### src/rtl/tdc_stamp_pkg.sv
package tdc_stamp_pkg;
  localparam int DEF_SAMPLES  = 16;
  localparam int DEF_COARSE_W = 16;
  localparam int DEF_WIDTH_W  = 8;

  typedef enum logic {
    LINE_QUIET = 1'b0,
    LINE_HIGH  = 1'b1
  } line_state_e;
endpackage

### src/rtl/tdc_coarse_ctr.sv
module tdc_coarse_ctr #(
  parameter int COARSE_W = tdc_stamp_pkg::DEF_COARSE_W
) (
  input  logic                clk,
  input  logic                rst,
  input  logic                adv,
  output logic [COARSE_W-1:0] count
);
  always_ff @(posedge clk) begin
    if (rst) count <= '0;
    else if (adv) count <= count + COARSE_W'(1);
  end

  assert_coarse_step_R1: assert property (@(posedge clk) disable iff (rst)
    adv |=> (count == $past(count) + COARSE_W'(1)));
  assert_coarse_hold_R10: assert property (@(posedge clk) disable iff (rst)
    !adv |=> $stable(count));
endmodule

### src/rtl/tdc_word_scan.sv
module tdc_word_scan #(
  parameter int SAMPLES = tdc_stamp_pkg::DEF_SAMPLES,
  localparam int POS_W  = $clog2(SAMPLES),
  localparam int CNT_W  = $clog2(SAMPLES + 1)
) (
  input  logic [SAMPLES-1:0] word,
  input  logic               carry_in,
  output logic               rec_hit,
  output logic               rec_from_carry,
  output logic [POS_W-1:0]   rec_pos,
  output logic [CNT_W-1:0]   rec_ones,
  output logic               open_run,
  output logic               open_from_carry,
  output logic [POS_W-1:0]   open_pos,
  output logic [CNT_W-1:0]   open_ones
);
  logic             s_run, s_carry, s_done, s_bit;
  logic [POS_W-1:0] s_pos;
  logic [CNT_W-1:0] s_ones;

  always_comb begin
    s_run          = carry_in;
    s_carry        = carry_in;
    s_done         = 1'b0;
    s_pos          = '0;
    s_ones         = '0;
    s_bit          = 1'b0;
    rec_from_carry = 1'b0;
    rec_pos        = '0;
    rec_ones       = '0;
    for (int i = 0; i < SAMPLES; i++) begin
      s_bit = word[SAMPLES-1-i];
      if (s_run) begin
        if (s_bit) begin
          s_ones = s_ones + CNT_W'(1);
        end else begin
          if (!s_done) begin
            s_done         = 1'b1;
            rec_from_carry = s_carry;
            rec_pos        = s_pos;
            rec_ones       = s_ones;
          end
          s_run   = 1'b0;
          s_carry = 1'b0;
        end
      end else if (s_bit) begin
        s_run   = 1'b1;
        s_carry = 1'b0;
        s_pos   = POS_W'(i);
        s_ones  = CNT_W'(1);
      end
    end
    rec_hit         = s_done;
    open_run        = s_run;
    open_from_carry = s_carry;
    open_pos        = s_pos;
    open_ones       = s_ones;
  end
endmodule

### src/rtl/tdc_rec_out.sv
module tdc_rec_out #(
  parameter int COARSE_W = tdc_stamp_pkg::DEF_COARSE_W,
  parameter int FINE_W   = 4,
  parameter int WIDTH_W  = tdc_stamp_pkg::DEF_WIDTH_W,
  localparam int REC_W   = COARSE_W + FINE_W + WIDTH_W + 1
) (
  input  logic                clk,
  input  logic                rst,
  input  logic                fire,
  input  logic [COARSE_W-1:0] coarse,
  input  logic [FINE_W-1:0]   fine,
  input  logic [WIDTH_W-1:0]  width,
  input  logic                sat,
  output logic                out_valid,
  output logic [REC_W-1:0]    out_record
);
  always_ff @(posedge clk) begin
    if (rst) begin
      out_valid  <= 1'b0;
      out_record <= '0;
    end else begin
      out_valid <= fire;
      if (fire) out_record <= {coarse, fine, width, sat};
    end
  end

  assert_sat_full_R8: assert property (@(posedge clk) disable iff (rst)
    (out_valid && out_record[0]) |-> (out_record[WIDTH_W:1] == {WIDTH_W{1'b1}}));
  assert_width_nonzero_R5: assert property (@(posedge clk) disable iff (rst)
    out_valid |-> (out_record[WIDTH_W:1] != '0));
  assert_quiet_after_reset_R9: assert property (@(posedge clk) disable iff (rst)
    $past(rst) |-> !out_valid);
endmodule

### src/rtl/tdc_edge_stamp.sv
module tdc_edge_stamp
  import tdc_stamp_pkg::*;
#(
  parameter int SAMPLES  = DEF_SAMPLES,
  parameter int COARSE_W = DEF_COARSE_W,
  parameter int WIDTH_W  = DEF_WIDTH_W,
  localparam int FINE_W  = $clog2(SAMPLES),
  localparam int CNT_W   = $clog2(SAMPLES + 1),
  localparam int REC_W   = COARSE_W + FINE_W + WIDTH_W + 1
) (
  input  logic               clk,
  input  logic               rst,
  input  logic               in_valid,
  input  logic [SAMPLES-1:0] in_word,
  output logic               out_valid,
  output logic [REC_W-1:0]   out_record
);
  localparam int SUM_W = ((WIDTH_W > CNT_W) ? WIDTH_W : CNT_W) + 1;

  logic [COARSE_W-1:0] cnt;
  line_state_e         line_q;
  logic [WIDTH_W-1:0]  acc_q;
  logic                acc_sat_q;
  logic [COARSE_W-1:0] start_coarse_q;
  logic [FINE_W-1:0]   start_fine_q;

  logic               rec_hit, rec_from_carry, open_run, open_from_carry;
  logic [FINE_W-1:0]  rec_pos, open_pos;
  logic [CNT_W-1:0]   rec_ones, open_ones;

  logic [WIDTH_W:0]    rec_sum, open_sum;
  logic                fire;
  logic [COARSE_W-1:0] rec_coarse;
  logic [FINE_W-1:0]   rec_fine;
  logic [WIDTH_W-1:0]  rec_width;
  logic                rec_sat;

  function automatic logic [WIDTH_W:0] sat_add(logic [WIDTH_W-1:0] a,
                                               logic [CNT_W-1:0] b);
    logic [SUM_W-1:0] s;
    s = SUM_W'(a) + SUM_W'(b);
    if (s > SUM_W'({WIDTH_W{1'b1}})) return {1'b1, {WIDTH_W{1'b1}}};
    return {1'b0, s[WIDTH_W-1:0]};
  endfunction

  tdc_coarse_ctr #(.COARSE_W(COARSE_W)) u_ctr (
    .clk(clk), .rst(rst), .adv(in_valid), .count(cnt)
  );

  tdc_word_scan #(.SAMPLES(SAMPLES)) u_scan (
    .word(in_word),
    .carry_in(line_q == LINE_HIGH),
    .rec_hit(rec_hit),
    .rec_from_carry(rec_from_carry),
    .rec_pos(rec_pos),
    .rec_ones(rec_ones),
    .open_run(open_run),
    .open_from_carry(open_from_carry),
    .open_pos(open_pos),
    .open_ones(open_ones)
  );

  always_comb begin
    rec_sum  = sat_add(rec_from_carry ? acc_q : '0, rec_ones);
    open_sum = sat_add(open_from_carry ? acc_q : '0, open_ones);
    fire       = in_valid && rec_hit;
    rec_coarse = rec_from_carry ? start_coarse_q : cnt;
    rec_fine   = rec_from_carry ? start_fine_q : rec_pos;
    rec_width  = rec_sum[WIDTH_W-1:0];
    rec_sat    = rec_sum[WIDTH_W] || (rec_from_carry && acc_sat_q);
  end

  always_ff @(posedge clk) begin
    if (rst) begin
      line_q         <= LINE_QUIET;
      acc_q          <= '0;
      acc_sat_q      <= 1'b0;
      start_coarse_q <= '0;
      start_fine_q   <= '0;
    end else if (in_valid) begin
      line_q <= open_run ? LINE_HIGH : LINE_QUIET;
      if (open_run) begin
        acc_q <= open_sum[WIDTH_W-1:0];
        if (open_from_carry) begin
          acc_sat_q <= acc_sat_q || open_sum[WIDTH_W];
        end else begin
          acc_sat_q      <= open_sum[WIDTH_W];
          start_coarse_q <= cnt;
          start_fine_q   <= open_pos;
        end
      end
    end
  end

  tdc_rec_out #(.COARSE_W(COARSE_W), .FINE_W(FINE_W), .WIDTH_W(WIDTH_W)) u_out (
    .clk(clk), .rst(rst), .fire(fire),
    .coarse(rec_coarse), .fine(rec_fine), .width(rec_width), .sat(rec_sat),
    .out_valid(out_valid), .out_record(out_record)
  );

  assert_valid_after_word_R6: assert property (@(posedge clk) disable iff (rst)
    out_valid |-> $past(in_valid));
  assert_open_keeps_start_R3: assert property (@(posedge clk) disable iff (rst)
    (in_valid && line_q == LINE_HIGH && open_run && open_from_carry)
      |=> $stable(start_coarse_q));
endmodule

### config.mk
export PLATFORM = sky130hd
export DESIGN_NAME = tdc_edge_stamp
export DESIGN_NICKNAME = d
export VERILOG_FILES = /design/src/rtl/tdc_stamp_pkg.sv /design/src/rtl/tdc_coarse_ctr.sv /design/src/rtl/tdc_word_scan.sv /design/src/rtl/tdc_rec_out.sv /design/src/rtl/tdc_edge_stamp.sv
export SDC_FILE = /design/constraint.sdc
export NUM_CORES = 1
export LEC_CHECK = 0
export ABC_CLOCK_PERIOD_IN_PS = 28000
export BUFFER_PORTS_ARGS = -buffer_cell sky130_fd_sc_hd__buf_2
export CORE_MARGIN = 4
export CORE_UTILIZATION = 61
export CTS_CLUSTER_SIZE = 14
export DETAILED_ROUTE_END_ITERATION = 7
export GPL_TIMING_DRIVEN = 0
export PLACE_DENSITY_LB_ADDON = 0.08
export SLEW_MARGIN = 5
export SYNTH_ARGS = -nofsm -noshare
export SYNTH_HDL_FRONTEND = slang
export SYNTH_SLANG_ARGS = --single-unit
### constraint.sdc
create_clock -name clk -period 28 [get_ports clk]
set_input_delay 5.6 -clock clk [delete_from_list [all_inputs] [get_ports clk]]
set_output_delay 5.6 -clock clk [all_outputs]
set_load 0.02 [all_outputs]
## Word level (Yosys, flattened, before mapping)

Index checks and enable logic that the tools add are counted.

| storage, ports and cells | value |
|---|---|
| register bits after elaboration | 76 |
| bits in latches | 0 |
| RAM bits | 0 |
| ROM bits | 0 |
| output and inout port bits | 30 |
| word-level logic and storage cells | 349 |
| memories kept | 0 |

| cells by class | value |
|---|---|
| add/sub/neg operators | 18 |
| multiply operators | 0 |
| divide/modulo/power cells | 0 |
| $lt $le $gt $ge | 2 |
| equality and inequality tests | 0 |
| shift-type cells | 0 |
| mux-type cells | 314 |
| bitwise operators | 1 |
| reduce and logical (&&, ||, !) cells | 6 |

Operator list:

| cell | number |
|---|---|
| 5-bit two-way mux | 88 |
| 4-bit two-way mux | 72 |
| 1-bit two-way mux | 147 |
| 5-bit by 1-bit adder with 5-bit output (second input constant) | 14 |
| 9-bit two-way mux | 4 |
| 8-bit by 5-bit adder with 9-bit output | 2 |
| 9-bit by 8-bit greater-than comparator with 1-bit output (second input constant) | 2 |
| 16-bit by 1-bit adder with 16-bit output (second input constant) | 1 |
| 16-bit two-way mux | 1 |
| 8-bit two-way mux | 2 |
| 3-bit AND reduction | 1 |
| 1-bit by 1-bit adder with 2-bit output (second input constant) | 1 |
| 1-bit logical AND | 2 |
| 1-bit logical OR | 2 |
| 2-bit AND reduction | 1 |
| 1-bit inverter | 1 |

## Logic depth before layout (Yosys ltp)

| depth | value |
|---|---|
| word-level depth | 53 |
| gate-level depth with buffers | 66 |
| depth with buffers taken out | 65 |

## By module

A second synthesis with hierarchy kept.

| second synthesis, totals | value |
|---|---|
| cells, all modules | 1218 |
| area total of the unflattened synthesis | 8782.2 um^2 |

By module, submodules not included:

| module | times used | cells each | area an instance (um^2) |
|---|---|---|---|
| tdc_word_scan | 1 | 806 | 4988.5 |
| tdc_edge_stamp | 1 | 233 | 1948.1 |
| tdc_rec_out | 1 | 96 | 1088.5 |
| tdc_coarse_ctr | 1 | 83 | 757.0 |

## Least setup slack after synthesis

Ideal clock, no wire load.

| timing path | value |
|---|---|
| path kind | input to register |
| start point | input in_word[14] |
| end point | register acc_q[2] |
| library setup time | 132 ps |
| arrival time | 16215 ps |
| required time | 27868 ps |
| path slack | 11653 ps |
| stages | 63 |
| buffers on the path | 1 |
| cells stage by stage | clkbuf_1 inv_1 ha_1 inv_1 ha_1 o21ai_0 inv_1 ha_1 a21boi_0 a31oi_1 ha_1 nand2_1 a21o_1 nand2_1 ha_1 a21oi_1 a31oi_1 ha_1 [27 not listed] a21oi_1 inv_1 ha_1 nand3_1 o21ai_0 a32o_1 a211oi_2 mux2_2 o22ai_1 ha_1 a21oi_1 nor2_1 nor2_1 nor2b_1 o211ai_1 nor2_1 nor3_1 nor3_1 |

| on the way | value |
|---|---|
| longest elaborated chain between the ends | 48 |

Ends and longest elaborated chain:

| element | line | source |
|---|---|---|
| start, declared | tdc_edge_stamp.sv:14 | `input logic [SAMPLES-1:0] in_word,` |
| 1-bit two-way mux / 5-bit two-way mux (equally long branches) | tdc_word_scan.sv:46, tdc_word_scan.sv:34 |  |
| 5-bit two-way mux | tdc_word_scan.sv:33 | `if (s_run) begin` |
| 5-bit by 1-bit adder with 5-bit output | tdc_word_scan.sv:35 | `s_ones = s_ones + CNT_W'(1);` |
| 5-bit two-way mux | tdc_word_scan.sv:34 | `if (s_bit) begin` |
| 5-bit two-way mux | tdc_word_scan.sv:33 |  |
| 5-bit by 1-bit adder with 5-bit output | tdc_word_scan.sv:35 |  |
| 5-bit two-way mux | tdc_word_scan.sv:34 |  |
| 5-bit two-way mux | tdc_word_scan.sv:33 |  |
| [32 not listed] | n/a |  |
| 5-bit two-way mux | tdc_word_scan.sv:33 |  |
| 5-bit by 1-bit adder with 5-bit output | tdc_word_scan.sv:35 |  |
| 5-bit two-way mux | tdc_word_scan.sv:34 |  |
| 5-bit two-way mux | tdc_word_scan.sv:33 |  |
| 8-bit by 5-bit adder with 9-bit output * | tdc_edge_stamp.sv:41 | `s = SUM_W'(a) + SUM_W'(b);` |
| 9-bit by 8-bit greater-than comparator with 1-bit output | tdc_edge_stamp.sv:42 | `if (s > SUM_W'({WIDTH_W{1'b1}})) return {1'b1, {WIDTH_W{1'b1}}};` |
| 1-bit two-way mux | tdc_edge_stamp.sv:42 |  |
| 9-bit two-way mux * | tdc_edge_stamp.sv:43 | `return {1'b0, s[WIDTH_W-1:0]};` |
| end signal, assigned | tdc_edge_stamp.sv:83 | `acc_q <= open_sum[WIDTH_W-1:0];` |
| end, declared | tdc_edge_stamp.sv:22 | `logic [WIDTH_W-1:0] acc_q;` |

Every way passes the cells marked *; elsewhere a longest branch is shown, timed or not.
A chain may end at the register's enable or synchronous reset.

## Worst setup path after layout

Ends and elaborated chain as after synthesis.

==> run metrics <==
Post-DP Area 8170 um2; Worst Tran Pin Value 0.976 ns; total power 0.351 mW; hold crit path type flop to flop; fill cell count 1114; fin. max-slew vios 0; most frequent CP cell ha_1; average cell area after synthesis 7.04 um2; vias post-DR 8491; Synthesized Nets 1164; cts hold-fix bufs 0; final-stage net count 1219; post-synth top area cell dfxtp_1; final hold violation count 0; worst-path fanout max 10; crit end category flop; Post-CTS Setup Inserts 0; Post-synth EDFFs 0; layout cells sized above 1 0.0906; mapped cell area 7740 um2; Clk Latency, worst-skew pair 0.33 ns; ranking of synthesized cells by area dfxtp_1, ha_1, nand2_1; Core Region 12200 um2; Tmin final 18.25 ns; critical path arrival 18.45 ns; clk root buf clkbuf_16; Finished Cell Area 8490 um2; TritonRoute pass-1 iters 6; Worst Setup Path Type input pin to flop; top-count cell post-synth nand2_1; hold slack 0.454 ns; drt initial violations 986; final setup vio count 0; Final period util 0.652; wire per inst 17.1 um; Yosys cell types 93; clk buf depth 2; antenna diode count 0; CTS tree done; FMAX 54.8 MHz; Multi-input gate area 5800 um2; Max-cap violations 0; Yosys top cell area share 0.197; Antenna Nets Post-Route 0; CP endpoint acc_q[2]$_SDFFE_PP0P_; Syn-to-layout area delta 9.65%; flops & latches, synth 76; PnR worst setup slack 9.75 ns; vias in the first global route 7787; detailed-placement wirelength estimate 17200 um; Clock Pin Slew Worst Setup and Hold Paths 0.06 ns; largest net degree at the start of global routing 13; worst relative slew slack 0.343; reg2reg setup slack 21.88 ns; DRC Markers 0; Worst Setup SP in_word[14]; cts repair resizes 0; Peak VDD IR 45.5 uV; register area share after synthesis 0.197; die height 121 um; synth cell count leaders nand2_1, nor2_1, a21oi_1, dfxtp_1, o21ai_0; reg2reg start line_q$_SDFFE_PP0P_; CTS H-tree lvls 3; post-DR vias/cell 6.40; Starting Density 0.634; Place WS 9.68 ns; Total Wirelength 22700 um; RSZ-0062 raised after global routing no; Post-Place Cells 1311; sequential cell area 1520 um2; die width 121 um; max incr delay on CP 0.42 ns; final clock skew 0.00505 ns; Final Wtd Congestion 0.947; Async S/R FF share, synth 0; post-layout util 0.695; number of synthesis warnings 0; number of buffers created by CTS 9; GRT Util Overall 0.310; Slowest cell on crit path ha_1; pwr dens 41.3 nW/um2; Leak 3.30 nW; PortBufs 44; ys flop type dfxtp_1; Gate Count Post-Synth 1099; total congestion overflow 0; Critical Path RT 28.19 ns; initial antenna violation count 0; setup TNS 0 ns; FF-to-FF End u_out.out_record[1]$_SDFFE_PP0P_; CTS Sinks 76; first-pass GRT wire length 37800 um; Top Ports 49; Reg2Reg Depth 22; status completed; startpoint types input pin; die area 14600 um2; Final Instance Count excl. Fillers 1327; FP Rows 40
==> placed cells by master (no fill, tap or decap), types with 16 or more instances in the layout <==
cell type    n
and2_1      17
nand3_1     34
buf_2       48
dfxtp_1     76
xor2_1      17
xnor2_1     16
nand2_1    145
a211oi_1    29
ha_1        44
clkbuf_1    55
nor3_1      43
o21ai_0     57
nand4_1     17
inv_1       41
mux2i_1     35
a21oi_1     88
nor2_1     131
==> power breakdown <==
group	leakage (nW)	total, mW	switching, mW	internal [mW]
Combinational	2.54	0.119	0.0780	0.0410
Clock	0.142	0.117	0.0430	0.0739
Sequential	0.620	0.115	0.00255	0.112
==> final cells by class <==
type	count	area share
multi-input cells	910	0.683
flip-flops and latches	76	0.179
clock buffers	13	0.0307
plain buffers	67	0.0302
repair buffers	44	0.0259
well taps	168	0.0248
inverters	46	0.0203
clock inverters	3	0.00531
==> logic make-up after synthesis <==
logic type | after synthesis | share of synthesized area
AO/OA/AOI/OAI | 310 | 0.274
XOR/XNOR | 33 | 0.0373
adder cells (fa/ha/maj) | 46 | 0.0763
buffers and inverters | 113 | 0.0554
flip-flops | 76 | 0.197
multiplexers | 50 | 0.0737
AND/OR/NAND/NOR | 471 | 0.287
==> worst max-delay path, delay by kind of cell <==
family	cells	cell delay (ns)
mux	1	0.39
fa+ha+maj	15	4.99
simple gates	19	1.97
buf+inv	7	1.09
compound gates	22	4.40
==> worst min-delay path by stage <==
stage | startpoint | endpoint | depth (start not counted)
3_5_place_dp | start_coarse_q[6]$_SDFFE_PP0P_ | start_coarse_q[6]$_SDFFE_PP0P_ | 2
6_report | start_coarse_q[3]$_SDFFE_PP0P_ | start_coarse_q[3]$_SDFFE_PP0P_ | 2
4_1_cts | start_coarse_q[3]$_SDFFE_PP0P_ | start_coarse_q[3]$_SDFFE_PP0P_ | 2
2_1_floorplan | start_fine_q[0]$_SDFFE_PP0P_ | start_fine_q[0]$_SDFFE_PP0P_ | 2
5_1_grt | start_fine_q[0]$_SDFFE_PP0P_ | start_fine_q[0]$_SDFFE_PP0P_ | 2
3_3_place_gp | start_coarse_q[4]$_SDFFE_PP0P_ | start_coarse_q[4]$_SDFFE_PP0P_ | 2
==> per-layer routing <==
layer / track usage / wire length [um] / vias to the layer above
met5: 0 / 0 / -
met4: 0.0765 / 439 / 0
met3: 0.0444 / 1650 / 47
li1: - / - / 4131
met2: 0.502 / 10400 / 360
met1: 0.433 / 10200 / 3953
==> registers in the layout, summed over array words and instances, names as in the netlist <==
signal            cells
start_fine_q          4
u_out.out_record     29
start_coarse_q       16
u_out.out_valid       1
line_q                1
acc_sat_q             1
u_ctr.count          16
acc_q                 8
(Power assumes the default switching activity.)
